$ cat src/rtl/fs_pkg.sv
package fs_pkg;

    typedef enum logic [2:0] {
        ST_S0 = 3'd0,
        ST_S1 = 3'd1,
        ST_S2 = 3'd2,
        ST_S3 = 3'd3,
        ST_S4 = 3'd4
    } fs_step_e;

    typedef enum logic {
        MODE_FOUR = 1'b0,
        MODE_FIVE = 1'b1
    } fs_mode_e;

    typedef struct packed {
        logic qtr;
        logic half;
        logic irq_set;
    } fs_action_t;

    localparam int CTL_FIVE_BIT = 7;
    localparam int CTL_INH_BIT  = 6;

endpackage

$ cat src/rtl/fs_divider.sv
module fs_divider #(
    parameter int PERIOD   = 7456,
    parameter int WR_DELAY = 8
) (
    input  logic clk,
    input  logic rst_n,
    input  logic cyc_en,
    input  logic load_long,
    output logic expire
);
    localparam int CW = $clog2(PERIOD + WR_DELAY + 1);
    localparam logic [CW-1:0] RELOAD_STD  = CW'(PERIOD);
    localparam logic [CW-1:0] RELOAD_LONG = CW'(PERIOD + WR_DELAY);

    logic [CW-1:0] count_q;

    always_ff @(posedge clk) begin
        if (!rst_n) begin
            count_q <= RELOAD_STD;
        end else if (load_long) begin
            count_q <= RELOAD_LONG;
        end else if (cyc_en) begin
            if (count_q == '0) begin
                count_q <= RELOAD_STD;
            end else begin
                count_q <= count_q - 1'b1;
            end
        end
    end

    assign expire = cyc_en && !load_long && (count_q == '0);

endmodule

$ cat src/rtl/fs_step_fsm.sv
module fs_step_fsm
    import fs_pkg::*;
(
    input  logic       clk,
    input  logic       rst_n,
    input  logic       tick,
    input  logic       ctl_wr,
    input  logic       five_sel,
    output fs_mode_e   mode,
    output fs_action_t action
);
    fs_step_e state_q, state_d;
    fs_mode_e mode_q;

    // State register: mode and step
    always_ff @(posedge clk) begin
        if (!rst_n) begin
            state_q <= ST_S0;
            mode_q  <= MODE_FOUR;
        end else if (ctl_wr) begin
            state_q <= ST_S0;
            mode_q  <= five_sel ? MODE_FIVE : MODE_FOUR;
        end else if (tick) begin
            state_q <= state_d;
        end
    end

    // Next step
    always_comb begin
        state_d = ST_S0;
        unique case (state_q)
            ST_S0:   state_d = ST_S1;
            ST_S1:   state_d = ST_S2;
            ST_S2:   state_d = ST_S3;
            ST_S3:   state_d = (mode_q == MODE_FIVE) ? ST_S4 : ST_S0;
            ST_S4:   state_d = ST_S0;
            default: state_d = ST_S0;
        endcase
    end

    // Action decode for the current step
    always_comb begin
        action = '0;
        unique case (state_q)
            ST_S0: begin
                action.qtr = 1'b1;
            end
            ST_S1: begin
                action.qtr  = 1'b1;
                action.half = 1'b1;
            end
            ST_S2: begin
                action.qtr = 1'b1;
            end
            ST_S3: begin
                action.qtr     = (mode_q == MODE_FOUR);
                action.half    = (mode_q == MODE_FOUR);
                action.irq_set = (mode_q == MODE_FOUR);
            end
            ST_S4: begin
                action.qtr  = 1'b1;
                action.half = 1'b1;
            end
            default: action = '0;
        endcase
    end

    assign mode = mode_q;

endmodule

$ cat src/rtl/fs_irq.sv
module fs_irq (
    input  logic clk,
    input  logic rst_n,
    input  logic set_req,
    input  logic ctl_wr,
    input  logic inh_sel,
    input  logic clr,
    output logic flag
);
    logic inhibit_q;
    logic flag_q;

    always_ff @(posedge clk) begin
        if (!rst_n) begin
            inhibit_q <= 1'b0;
        end else if (ctl_wr) begin
            inhibit_q <= inh_sel;
        end
    end

    always_ff @(posedge clk) begin
        if (!rst_n) begin
            flag_q <= 1'b0;
        end else if (set_req && !inhibit_q) begin
            flag_q <= 1'b1;
        end else if (clr || (ctl_wr && inh_sel)) begin
            flag_q <= 1'b0;
        end
    end

    assign flag = flag_q;

endmodule

$ cat src/rtl/frame_sequencer.sv
module frame_sequencer
    import fs_pkg::*;
#(
    parameter int PERIOD   = 7456,
    parameter int WR_DELAY = 8
) (
    input  logic       clk,
    input  logic       rst_n,
    input  logic       cyc_en,
    input  logic       ctl_wr,
    input  logic [7:0] ctl_data,
    input  logic       irq_clr,
    output logic       qtr_stb,
    output logic       half_stb,
    output logic       irq_flag
);
    logic       tick;
    fs_mode_e   mode;
    fs_action_t action;
    logic       five_sel;
    logic       inh_sel;
    logic       qtr_q, half_q;

    assign five_sel = ctl_data[CTL_FIVE_BIT];
    assign inh_sel  = ctl_data[CTL_INH_BIT];

    fs_divider #(
        .PERIOD   (PERIOD),
        .WR_DELAY (WR_DELAY)
    ) u_div (
        .clk       (clk),
        .rst_n     (rst_n),
        .cyc_en    (cyc_en),
        .load_long (ctl_wr),
        .expire    (tick)
    );

    fs_step_fsm u_fsm (
        .clk      (clk),
        .rst_n    (rst_n),
        .tick     (tick),
        .ctl_wr   (ctl_wr),
        .five_sel (five_sel),
        .mode     (mode),
        .action   (action)
    );

    fs_irq u_irq (
        .clk     (clk),
        .rst_n   (rst_n),
        .set_req (tick && action.irq_set),
        .ctl_wr  (ctl_wr),
        .inh_sel (inh_sel),
        .clr     (irq_clr),
        .flag    (irq_flag)
    );

    // Strobe outputs
    always_ff @(posedge clk) begin
        if (!rst_n) begin
            qtr_q  <= 1'b0;
            half_q <= 1'b0;
        end else if (ctl_wr) begin
            qtr_q  <= five_sel;
            half_q <= five_sel;
        end else begin
            qtr_q  <= tick && action.qtr;
            half_q <= tick && action.half;
        end
    end

    assign qtr_stb  = qtr_q;
    assign half_stb = half_q;

endmodule

$ cat config.mk
export PLATFORM = sky130hd
export DESIGN_NAME = frame_sequencer
export DESIGN_NICKNAME = d
export VERILOG_FILES = /design/src/rtl/fs_pkg.sv /design/src/rtl/fs_divider.sv /design/src/rtl/fs_step_fsm.sv /design/src/rtl/fs_irq.sv /design/src/rtl/frame_sequencer.sv
export SDC_FILE = /design/constraint.sdc
export NUM_CORES = 1
export LEC_CHECK = 0
export BUFFER_PORTS_ARGS = -buffer_cell sky130_fd_sc_hd__buf_2
export CORE_ASPECT_RATIO = 1.5
export CORE_UTILIZATION = 48
export DETAILED_ROUTE_END_ITERATION = 10
export GPL_TIMING_DRIVEN = 0
export MAX_ROUTING_LAYER = met4
export PLACE_DENSITY = 0.75
export SETUP_SLACK_MARGIN = 0.15
export SYNTH_ARGS = -nofsm -noshare
export SYNTH_HDL_FRONTEND = slang
export SYNTH_SLANG_ARGS = --single-unit
$ cat constraint.sdc
create_clock -name clk -period 1.6 [get_ports clk]
set_input_delay 0.32 -clock clk [delete_from_list [all_inputs] [get_ports clk]]
set_output_delay 0.32 -clock clk [all_outputs]
set_load 0.02 [all_outputs]
==> out/metrics.cfg, run 1 <==
[drt]
ant_nets = 0
drtIter0Drc = 8
wirelength_um = 2030
drt-vias-per-instance = 5.44
wl_per_cell_um = 13.6
drc_errors = 0
vias = 811
drtPass1Iterations = 3

[power]
p_int_uw = 680
power_frac_seq = 0.608
clock_power_share = 0.276
peakVddDrop_uv = 463
pwr-share-comb = 0.116
power_uw = 914
leakage_uw = 0.000450
netSwitchingFraction = 0.255
p_per_area_nw_per_um2 = 764
switchingPower_uw = 233

[clock_tree]
cts.path.max_buffers = 2
cts_hold_buf = 0
clockRootBuffer = clkbuf_4
cts_buffers = 3
cts-htree-levels = 1
clk_pin_slew_worst_paths_ns = 0.12
clkSinkCount = 21
cts_tree = done
clkLatencyLatePin_ns = 0.30

[global_route]
gr-total-overflow = 0
grt_antenna_before_repair = 0
grt_pass1_wl_um = 3130
track_usage = 0.201
grt_pass1_vias = 787
grt_max_degree = 12

[timing]
worst_pin_slew_ns = 0.364
finalMaxSlewViolations = 0
skew_ns = 0.00676
rsz0062_at_grt = true
relSlewSlack = 0.751
fin_crit_ns = 1.59
fmax_mhz = 628
setup_viol = 0
whs_ns = 0.262
finalHoldViolCount = 0
period_share = 0.995

[floorplan]
die_w_um = 39.3
start_util = 0.527
core_um2 = 1900
pin_count = 16
die_h_um = 58.0
die_area_um2 = 2280
std_cell_rows = 19

[synth]
synthArstFlopShare = 0
synth_cell_type_count = 37
synth_cells = 107
postSynthNetCount = 122
synth_area_um2 = 1000
ys_warn_count = 0
avgSynthCellArea_um2 = 9.37
synth_ff_type = dfxtp_1
synth-seq-cells = 21
synth_edf_count = 0
yosysSeqAreaShare = 0.419

[hold_path]
hold_class = in -> reg

[placed_design]
gp_congestion = 0.721
dp.cells = 137
dpl-instance-area_um2 = 1080
hpwl_um = 1410
io_buffers = 9

[finish]
antenna_cells = 0
stdcell_count = 149
drive_above_1_share = 0.297
layout.nets = 144
fillers = 172
area_growth_pct = 19.4
post-route-cell-area_um2 = 1200
final_core_util = 0.629

[critical_path]
slowest_delay_ns = 0.45
cp-end-kind = flip-flop
path_cells = inv_2 > ha_1 > and3b_2 > nand4_4 > or3b_4 > o31ai_2
cp_top_family = simple AND/OR/NAND/NOR gates
worst-path-buf-inv = 1
crit_type = reg -> reg
required_ns = 1.83
path_max_fanout = 3
crit_path_start_kind = flip-flop
critPathSlowestCell = or3b_4
worstPathArrival_ns = 1.82

[flow_run]
drv_cap = 0

[status]
status = complete, no violations

==> power by group through the flow <==
stage | registers (uW) | logic, uW | clock network [uW]
detailed placement | 566 | 94.5 | 0
global route | 558 | 117 | 278
floorplan | 566 | 62.1 | 0
global placement | 566 | 90.3 | 0
CTS | 553 | 101 | 261
finish | 556 | 106 | 252
==> final cells by class <==
class,instances,area (um^2),area share
multi-input combinational,82,594,0.497
sequential,21,428,0.358
timing repair buffer,17,105,0.0879
clock buffer,4,26.3,0.0220
tap,21,26.3,0.0220
inverter,3,11.3,0.00941
buffer,1,5.00,0.00418
==> Yosys cell counts, types with 3 or more instances <==
cell	instances	share of area
xor2_1	9	0.079
nand4_1	5	0.031
dfxtp_1	21	0.42
nand2_1	13	0.049
nor2_1	12	0.045
a21oi_1	4	0.020
inv_1	3	0.011
nor2b_1	4	0.025
==> worst paths after layout <==
path	startpoint	end	slack, ns	depth (start not counted)
worst min-delay path	cyc_en	u_div.count_q[1]	0.26	2
worst max-delay path	u_div.count_q[0]	u_fsm.state_q[2]	0.007	6
worst min register to register	u_irq.inhibit_q	u_irq.inhibit_q	0.50	2
worst max register to register	u_div.count_q[0]	u_fsm.state_q[2]	0.007	6
==> what timing repair did <==
| action | in CTS | in global routing |
|---|---|---|
| resized for setup | 3 | 5 |
| cloned | 0 | 0 |
| endpoints found under the hold margin | 0 | 0 |
| pin swaps | 4 | 2 |
| setup buffers | 5 | 3 |
| endpoints found under the setup margin | 14 | 15 |
==> layout by cell type (no fill, tap or decap), types with 2 or more instances in the layout <==
| master | count |
|---|---|
| nand2_1 | 12 |
| nand3_1 | 2 |
| o21a_1 | 2 |
| buf_4 | 8 |
| nand2b_1 | 2 |
| nand4_1 | 5 |
| xnor2_1 | 2 |
| and2_1 | 2 |
| nor2_1 | 12 |
| clkbuf_4 | 3 |
| nor2b_1 | 4 |
| dfxtp_1 | 17 |
| a21oi_1 | 4 |
| ha_1 | 2 |
| dfxtp_2 | 3 |
| xor2_1 | 9 |
| inv_2 | 2 |
| nand4b_1 | 2 |
| nor3_4 | 3 |
| buf_2 | 9 |
==> registers in the layout (all words and copies together) (netlist names) <==
signal	flops
u_fsm.mode	1
qtr_stb	1
u_irq.flag	1
half_stb	1
u_fsm.state_q	3
u_div.count_q	13
u_irq.inhibit_q	1
==> metrics by stage <==
stage	TNS [ns]	worst slack, ns
detailed placement	-0.0497	-0.0336
finish	0	0.00728
global route	-0.0290	-0.0236
floorplan	0	0.0896
CTS	-0.000748	-0.000748
global placement	-0.00889	-0.00889
==> cells by family (layout without fill, tap and decap cells) <==
kind of cell               Yosys count  count (layout)  synth area share
DFF                                 21              21             0.419
buffers and inverters                4              25            0.0150
xor gates and xnor gates            11              11            0.0961
muxes                                1               1           0.00999
and+or+nand+nor                     54              54             0.335
AOI/OAI and AO/OA                   14              14            0.0999
adders and majority gates            2               2            0.0250
==> metal layers <==
layer,part of all wire,global-route usage,vias to the layer above
met1,0.41,0.200,386
met2,0.56,0.360,5
met5,0,-,-
met4,0.0084,0.103,0
li1,-,-,418
met3,0.013,0.0230,2
No activity file was read; power rests on OpenSTA's default activity.
==> run 2, diff against run 1 <==
--- a/config.mk
+++ b/config.mk
@@ -7,12 +7,13 @@
 export LEC_CHECK = 0
 export BUFFER_PORTS_ARGS = -buffer_cell sky130_fd_sc_hd__buf_2
 export CORE_ASPECT_RATIO = 1.5
-export CORE_UTILIZATION = 48
+export CORE_UTILIZATION = 49
 export DETAILED_ROUTE_END_ITERATION = 10
 export GPL_TIMING_DRIVEN = 0
 export MAX_ROUTING_LAYER = met4
-export PLACE_DENSITY = 0.75
+export PLACE_DENSITY = 0.76
 export SETUP_SLACK_MARGIN = 0.15
 export SYNTH_ARGS = -nofsm -noshare
 export SYNTH_HDL_FRONTEND = slang
+export SYNTH_HIERARCHICAL = 1
 export SYNTH_SLANG_ARGS = --single-unit
==> out/metrics.cfg, run 2 <==
[clock_tree]
cts_hold_buf = 0
cts-htree-levels = 1
cts.path.max_buffers = 2
clkLatencyLatePin_ns = 0.31
clk_pin_slew_worst_paths_ns = 0.12
cts_buffers = 3
clkSinkCount = 21
cts_tree = done
clockRootBuffer = clkbuf_4

[timing]
finalMaxSlewViolations = 0
setup_slack_ns = -0.123
skew_ns = 0.0105
setup_viol = 4
fmax_mhz = 580
period_share = 1.08
rsz0062_at_grt = true
finalHoldViolCount = 0
worst_pin_slew_ns = 0.419
relSlewSlack = 0.719
fin_crit_ns = 1.72

[synth]
postSynthNetCount = 127
synthArstFlopShare = 0
synth-seq-cells = 21
synth_top_area_frac = 0.398
yosysSeqAreaShare = 0.398
yosys.area_share.simple = 0.336
synth_area_um2 = 1060
yosysMostFrequentCell = dfxtp_1
synth-xor-area-share = 0.0912
netlist.top_cell.by_area = dfxtp_1
synth_top_family_by_area = simple AND/OR/NAND/NOR gates
synthMuxAreaShare = 0.00948
synth-compound-area-share = 0.126
ys_top_cells_by_count = dfxtp_1 (21), nand2_1 (12), nor2_1 (10)
synth_adder_area_share = 0.0237
ys_warn_count = 6
synth_ff_type = dfxtp_1
synthTopCellsByArea = dfxtp_1 (40%), xor2_1 (6.6%), nand2_1 (4.3%)
synth_cells = 112
avgSynthCellArea_um2 = 9.43
synth_edf_count = 0
synth_cell_type_count = 41

[global_route]
gr-total-overflow = 0
grt_pass1_vias = 859
grt_max_degree = 12
track_usage = 0.210
grt_antenna_before_repair = 0
grt_pass1_wl_um = 3350

[finish]
final_cell_mix = dfxtp_1 (17), nand2_1 (12), buf_2 (9), buf_4 (8), xor2_1 (8)
antenna_cells = 0
top_register = u_div/count_q
layout.nets = 149
fillers = 164
reg_top3 = u_div/count_q (13), u_fsm/state_q (3)
drive_above_1_share = 0.346
layout_commonest_cell = dfxtp_1
final_core_util = 0.631
largest_register_ff_count = 13
post-route-cell-area_um2 = 1280
area_growth_pct = 21.1

[status]
violations = negative setup slack
status = finished with violations

[floorplan]
die_h_um = 58.9
die_area_um2 = 2350
die_w_um = 39.9
pin_count = 16
core_um2 = 2030
start_util = 0.521
std_cell_rows = 20

[critical_path]
cp-end-kind = flip-flop
worst-path-buf-inv = 1
reg2reg_to = u_fsm/state_q[0]
critPathSlowestCell = or3b_1
slowest_delay_ns = 0.37
path_max_fanout = 4
crit_type = reg -> reg
required_ns = 1.84
path_cells = inv_2 > ha_2 > nor4b_4 > and3_4 > and3b_2 > or3b_1 > a21oi_2
r2r_cells = 7
cp_top_family = simple AND/OR/NAND/NOR gates
worstPathArrival_ns = 1.97
crit_path_start_kind = flip-flop
r2r_slack_ns = -0.12
timing.rr.start = u_div/count_q[0]

[placed_design]
io_buffers = 8
hpwl_um = 1390
gp_congestion = 0.756
dpl-instance-area_um2 = 1140

[drt]
drtPass1Iterations = 4
drc_errors = 0
wirelength_um = 2070
vias = 859
drtIter0Drc = 14
wl_per_cell_um = 13.4
drt-vias-per-instance = 5.54
ant_nets = 0

[power]
p_per_area_nw_per_um2 = 720
leakage_uw = 0.000467
peakVddDrop_uv = 453
power_uw = 921

[hold_path]
worstHoldPathCells = 3
worstHoldStart = ctl_data[7]
hold_class = in -> reg
hold_path_end = qtr_stb

[flow_run]
drv_cap = 0

-- run 2: changes by cell type after synthesis, moves of 2 or more --
cell / delta
a21boi_1: +2
a21oi_1: -3
a21oi_2: +2
nand2b_1: +5
nand3_1: +2
nand3b_1: +3
nand4_1: -3
nor2_1: -2
nor2b_1: -2
o21a_1: -2
-- run 2: tightest hold or removal path: stages --
cell,delay [ns]
buf_2,0.09
nand3_1,0.07
o21ai_1,0.07
-- run 2: repair_timing --
action,in CTS,in global routing
buffers inserted,7,2
pin swaps,3,8
setup endpoints to repair,11,19
gates resized for setup,5,6
-- run 2: kinds of logic after synthesis --
kind of cell,Yosys count
AOI/OAI and AO/OA,16
DFF,21
and+or+nand+nor,57
xor gates and xnor gates,11
buffers and inverters,4
adders and majority gates,2
muxes,1
-- run 2: worst max path at each step --
stage               slack (ns)  depth (start not counted)             start               end
CTS                      -0.12                          7  u_div/count_q[0]  u_fsm/state_q[0]
global route             -0.20                          7  u_div/count_q[0]  u_fsm/state_q[0]
detailed placement       -0.21                          7  u_div/count_q[1]  u_fsm/state_q[0]
floorplan                -0.05                          5  u_div/count_q[5]  u_fsm/state_q[0]
finish                   -0.12                          7  u_div/count_q[0]  u_fsm/state_q[0]
global placement         -0.18                          7  u_div/count_q[1]  u_fsm/state_q[0]
-- run 2: power breakdown --
group          internal [uW]  leakage, uW  total [uW]  switching [uW]
logic                   50.4     0.000280         111            60.7
clock network           97.3    0.0000150         256             159
registers                538     0.000172         553            15.7
total                    685     0.000467         921             235
-- run 2: layout make-up --
| type | count | area, um^2 | share of cell area |
|---|---|---|---|
| multi-input combinational | 87 | 672 | 0.525 |
| sequential | 21 | 425 | 0.333 |
| timing repair buffer | 17 | 111 | 0.0871 |
| tap | 22 | 27.5 | 0.0215 |
| clock buffer | 4 | 26.3 | 0.0205 |
| inverter | 3 | 11.3 | 0.00881 |
| buffer | 1 | 5.00 | 0.00391 |
-- run 2: per-stage QoR --
| step | setup TNS [ns] | hold WS, ns | instances | worst slack (ns) |
|---|---|---|---|---|
| final | -0.340 | 0.278 | 155 | -0.123 |
| after global routing | -0.847 | 0.286 | 155 | -0.205 |
| after CTS | -0.334 | 0.273 | 153 | -0.121 |
| after detailed placement | -0.338 | 0.478 | 142 | -0.210 |
| after global placement | -0.230 | 0.453 | 142 | -0.177 |
| after floorplan | -0.0508 | 0.443 | 112 | -0.0508 |
-- run 2: per-layer routing --
metal	wire length [um]	part of all wire	vias up	GRT usage
li1	-	-	435	-
met1	837	0.40	412	0.193
met2	1160	0.56	8	0.392
met3	29	0.014	4	0.0340
met4	41	0.020	0	0.0887
met5	0	0	-	-
==> run 3, diff against run 2 <==
--- a/config.mk
+++ b/config.mk
@@ -6,7 +6,6 @@
 export NUM_CORES = 1
 export LEC_CHECK = 0
 export BUFFER_PORTS_ARGS = -buffer_cell sky130_fd_sc_hd__buf_2
-export CORE_ASPECT_RATIO = 1.5
 export CORE_UTILIZATION = 49
 export DETAILED_ROUTE_END_ITERATION = 10
 export GPL_TIMING_DRIVEN = 0
==> out/metrics.cfg, run 3 (synthesized netlist as in run 2, its figures left out) <==
[timing]
finalHoldViolCount = 0
setup_viol = 4
worst_pin_slew_ns = 0.424
rsz0062_at_grt = true
period_share = 1.10
setup_slack_ns = -0.162
skew_ns = 0.00683
fin_crit_ns = 1.76
finalMaxSlewViolations = 0
fin_setup_tns_ns = -0.381
fmax_mhz = 567
relSlewSlack = 0.716

[finish]
antenna_cells = 0
final_cell_mix = dfxtp_1 (17), nand2_1 (12), buf_2 (9), buf_4 (8), xor2_1 (7)
layout.nets = 149
post-route-cell-area_um2 = 1300
reg_top3 = u_div/count_q (13), u_fsm/state_q (3)
layout_commonest_cell = dfxtp_1
top_register = u_div/count_q
area_growth_pct = 23.1
drive_above_1_share = 0.376
largest_register_ff_count = 13

[global_route]
gr-usage-met3 = 0.0220
grtUsageMet2 = 0.338
grt_antenna_before_repair = 0
track_usage = 0.209
grt_pass1_wl_um = 3690
gr-total-overflow = 0
grt_pass1_vias = 868
grt_max_degree = 13
grt_use_met1 = 0.255
grt.busiest_layer = met2

[critical_path]
crit_end = u_fsm/state_q[0]
crit_type = reg -> reg
required_ns = 1.86
path_max_fanout = 4
cp-end-kind = flip-flop
critPathLaunch = u_div/count_q[0]
worstPathArrival_ns = 2.02
timing.rr.start = u_div/count_q[0]
r2r_cells = 7
r2r_slack_ns = -0.16
reg2reg_to = u_fsm/state_q[0]
crit_path_start_kind = flip-flop

[power]
leakage_uw = 0.000476
peakVddDrop_uv = 658
p_per_area_nw_per_um2 = 718

[floorplan]
die_w_um = 48.4
core_um2 = 2000
std_cell_rows = 16
pin_count = 16
die_h_um = 48.4
start_util = 0.528
die_area_um2 = 2340

[placed_design]
hpwl_um = 1260
gp_congestion = 0.794
dpl-instance-area_um2 = 1150
place_ws_ns = -0.216
io_buffers = 8

[drt]
ant_nets = 0
wl_per_cell_um = 13.0
drc_errors = 0
drtIter0Drc = 11
vias = 840
drt-vias-per-instance = 5.25
drtPass1Iterations = 2
wirelength_um = 2090

[clock_tree]
cts_hold_buf = 0
clockRootBuffer = clkbuf_4
cts.path.max_buffers = 2
cts_buffers = 3
cts-htree-levels = 1
clk_pin_slew_worst_paths_ns = 0.12
clkSinkCount = 21
cts_tree = done
clkLatencyLatePin_ns = 0.32

[status]
status = finished with violations
violations = negative setup slack

[flow_run]
drv_cap = 0

[hold_path]
hold_class = in -> reg

run 3: repair_timing:
item                                    4_1_cts  5_1_grt
setup buffers                                 7        2
endpoints found under the setup margin       10       19
resized for setup                             4       10
pin swaps                                     7       11
hold endpoints to repair                      0        0
run 3: report_power, final:
part           switching [uW]  internal (uW)
sequential               16.2            538
combinational            61.6           52.9
clock                     171           93.7
total                     249            684
run 3: cell type report:
cell class | count | area (um^2)
fill | 174 | 702
multi-input combinational | 87 | 686
sequential | 21 | 425
timing repair buffer | 17 | 111
tap | 27 | 33.8
clock buffer | 3 | 22.5
inverter | 3 | 11.3
clock inverter | 1 | 5.00
buffer | 1 | 5.00
run 3: worst min path at each step:
stage	from	endpoint	cells past startpoint	slack, ns
6_report	ctl_data[6]	u_irq/inhibit_q	3	0.25
5_1_grt	irq_clr	u_irq/flag	3	0.25
4_1_cts	ctl_data[6]	u_irq/inhibit_q	3	0.25
3_5_place_dp	u_irq/inhibit_q	u_irq/inhibit_q	2	0.46
3_3_place_gp	u_irq/inhibit_q	u_irq/inhibit_q	2	0.45
2_1_floorplan	u_irq/inhibit_q	u_irq/inhibit_q	2	0.44
run 3: through the flow:
step	hold slack, ns	util	power (uW)	std cells
floorplan	0.443	-	631	112
global placement	0.452	0.573	656	147
detailed placement	0.463	0.573	659	147
CTS	0.251	0.621	925	158
global route	0.250	0.649	978	160
finish	0.252	0.649	933	160
run 3: worst max-delay path: stages (launching register included):
cell     delay, ns
dfxtp_2       0.34
inv_2         0.07
ha_4          0.13
nor4b_4       0.22
and3_4        0.23
and3b_2       0.23
or3b_4        0.39
a21oi_2       0.11
run 3: layer usage:
metal / part of all wire / vias up
li1: - / 431
met1: 0.48 / 387
met2: 0.46 / 15
met3: 0.023 / 7
met4: 0.035 / 0
met5: 0 / -
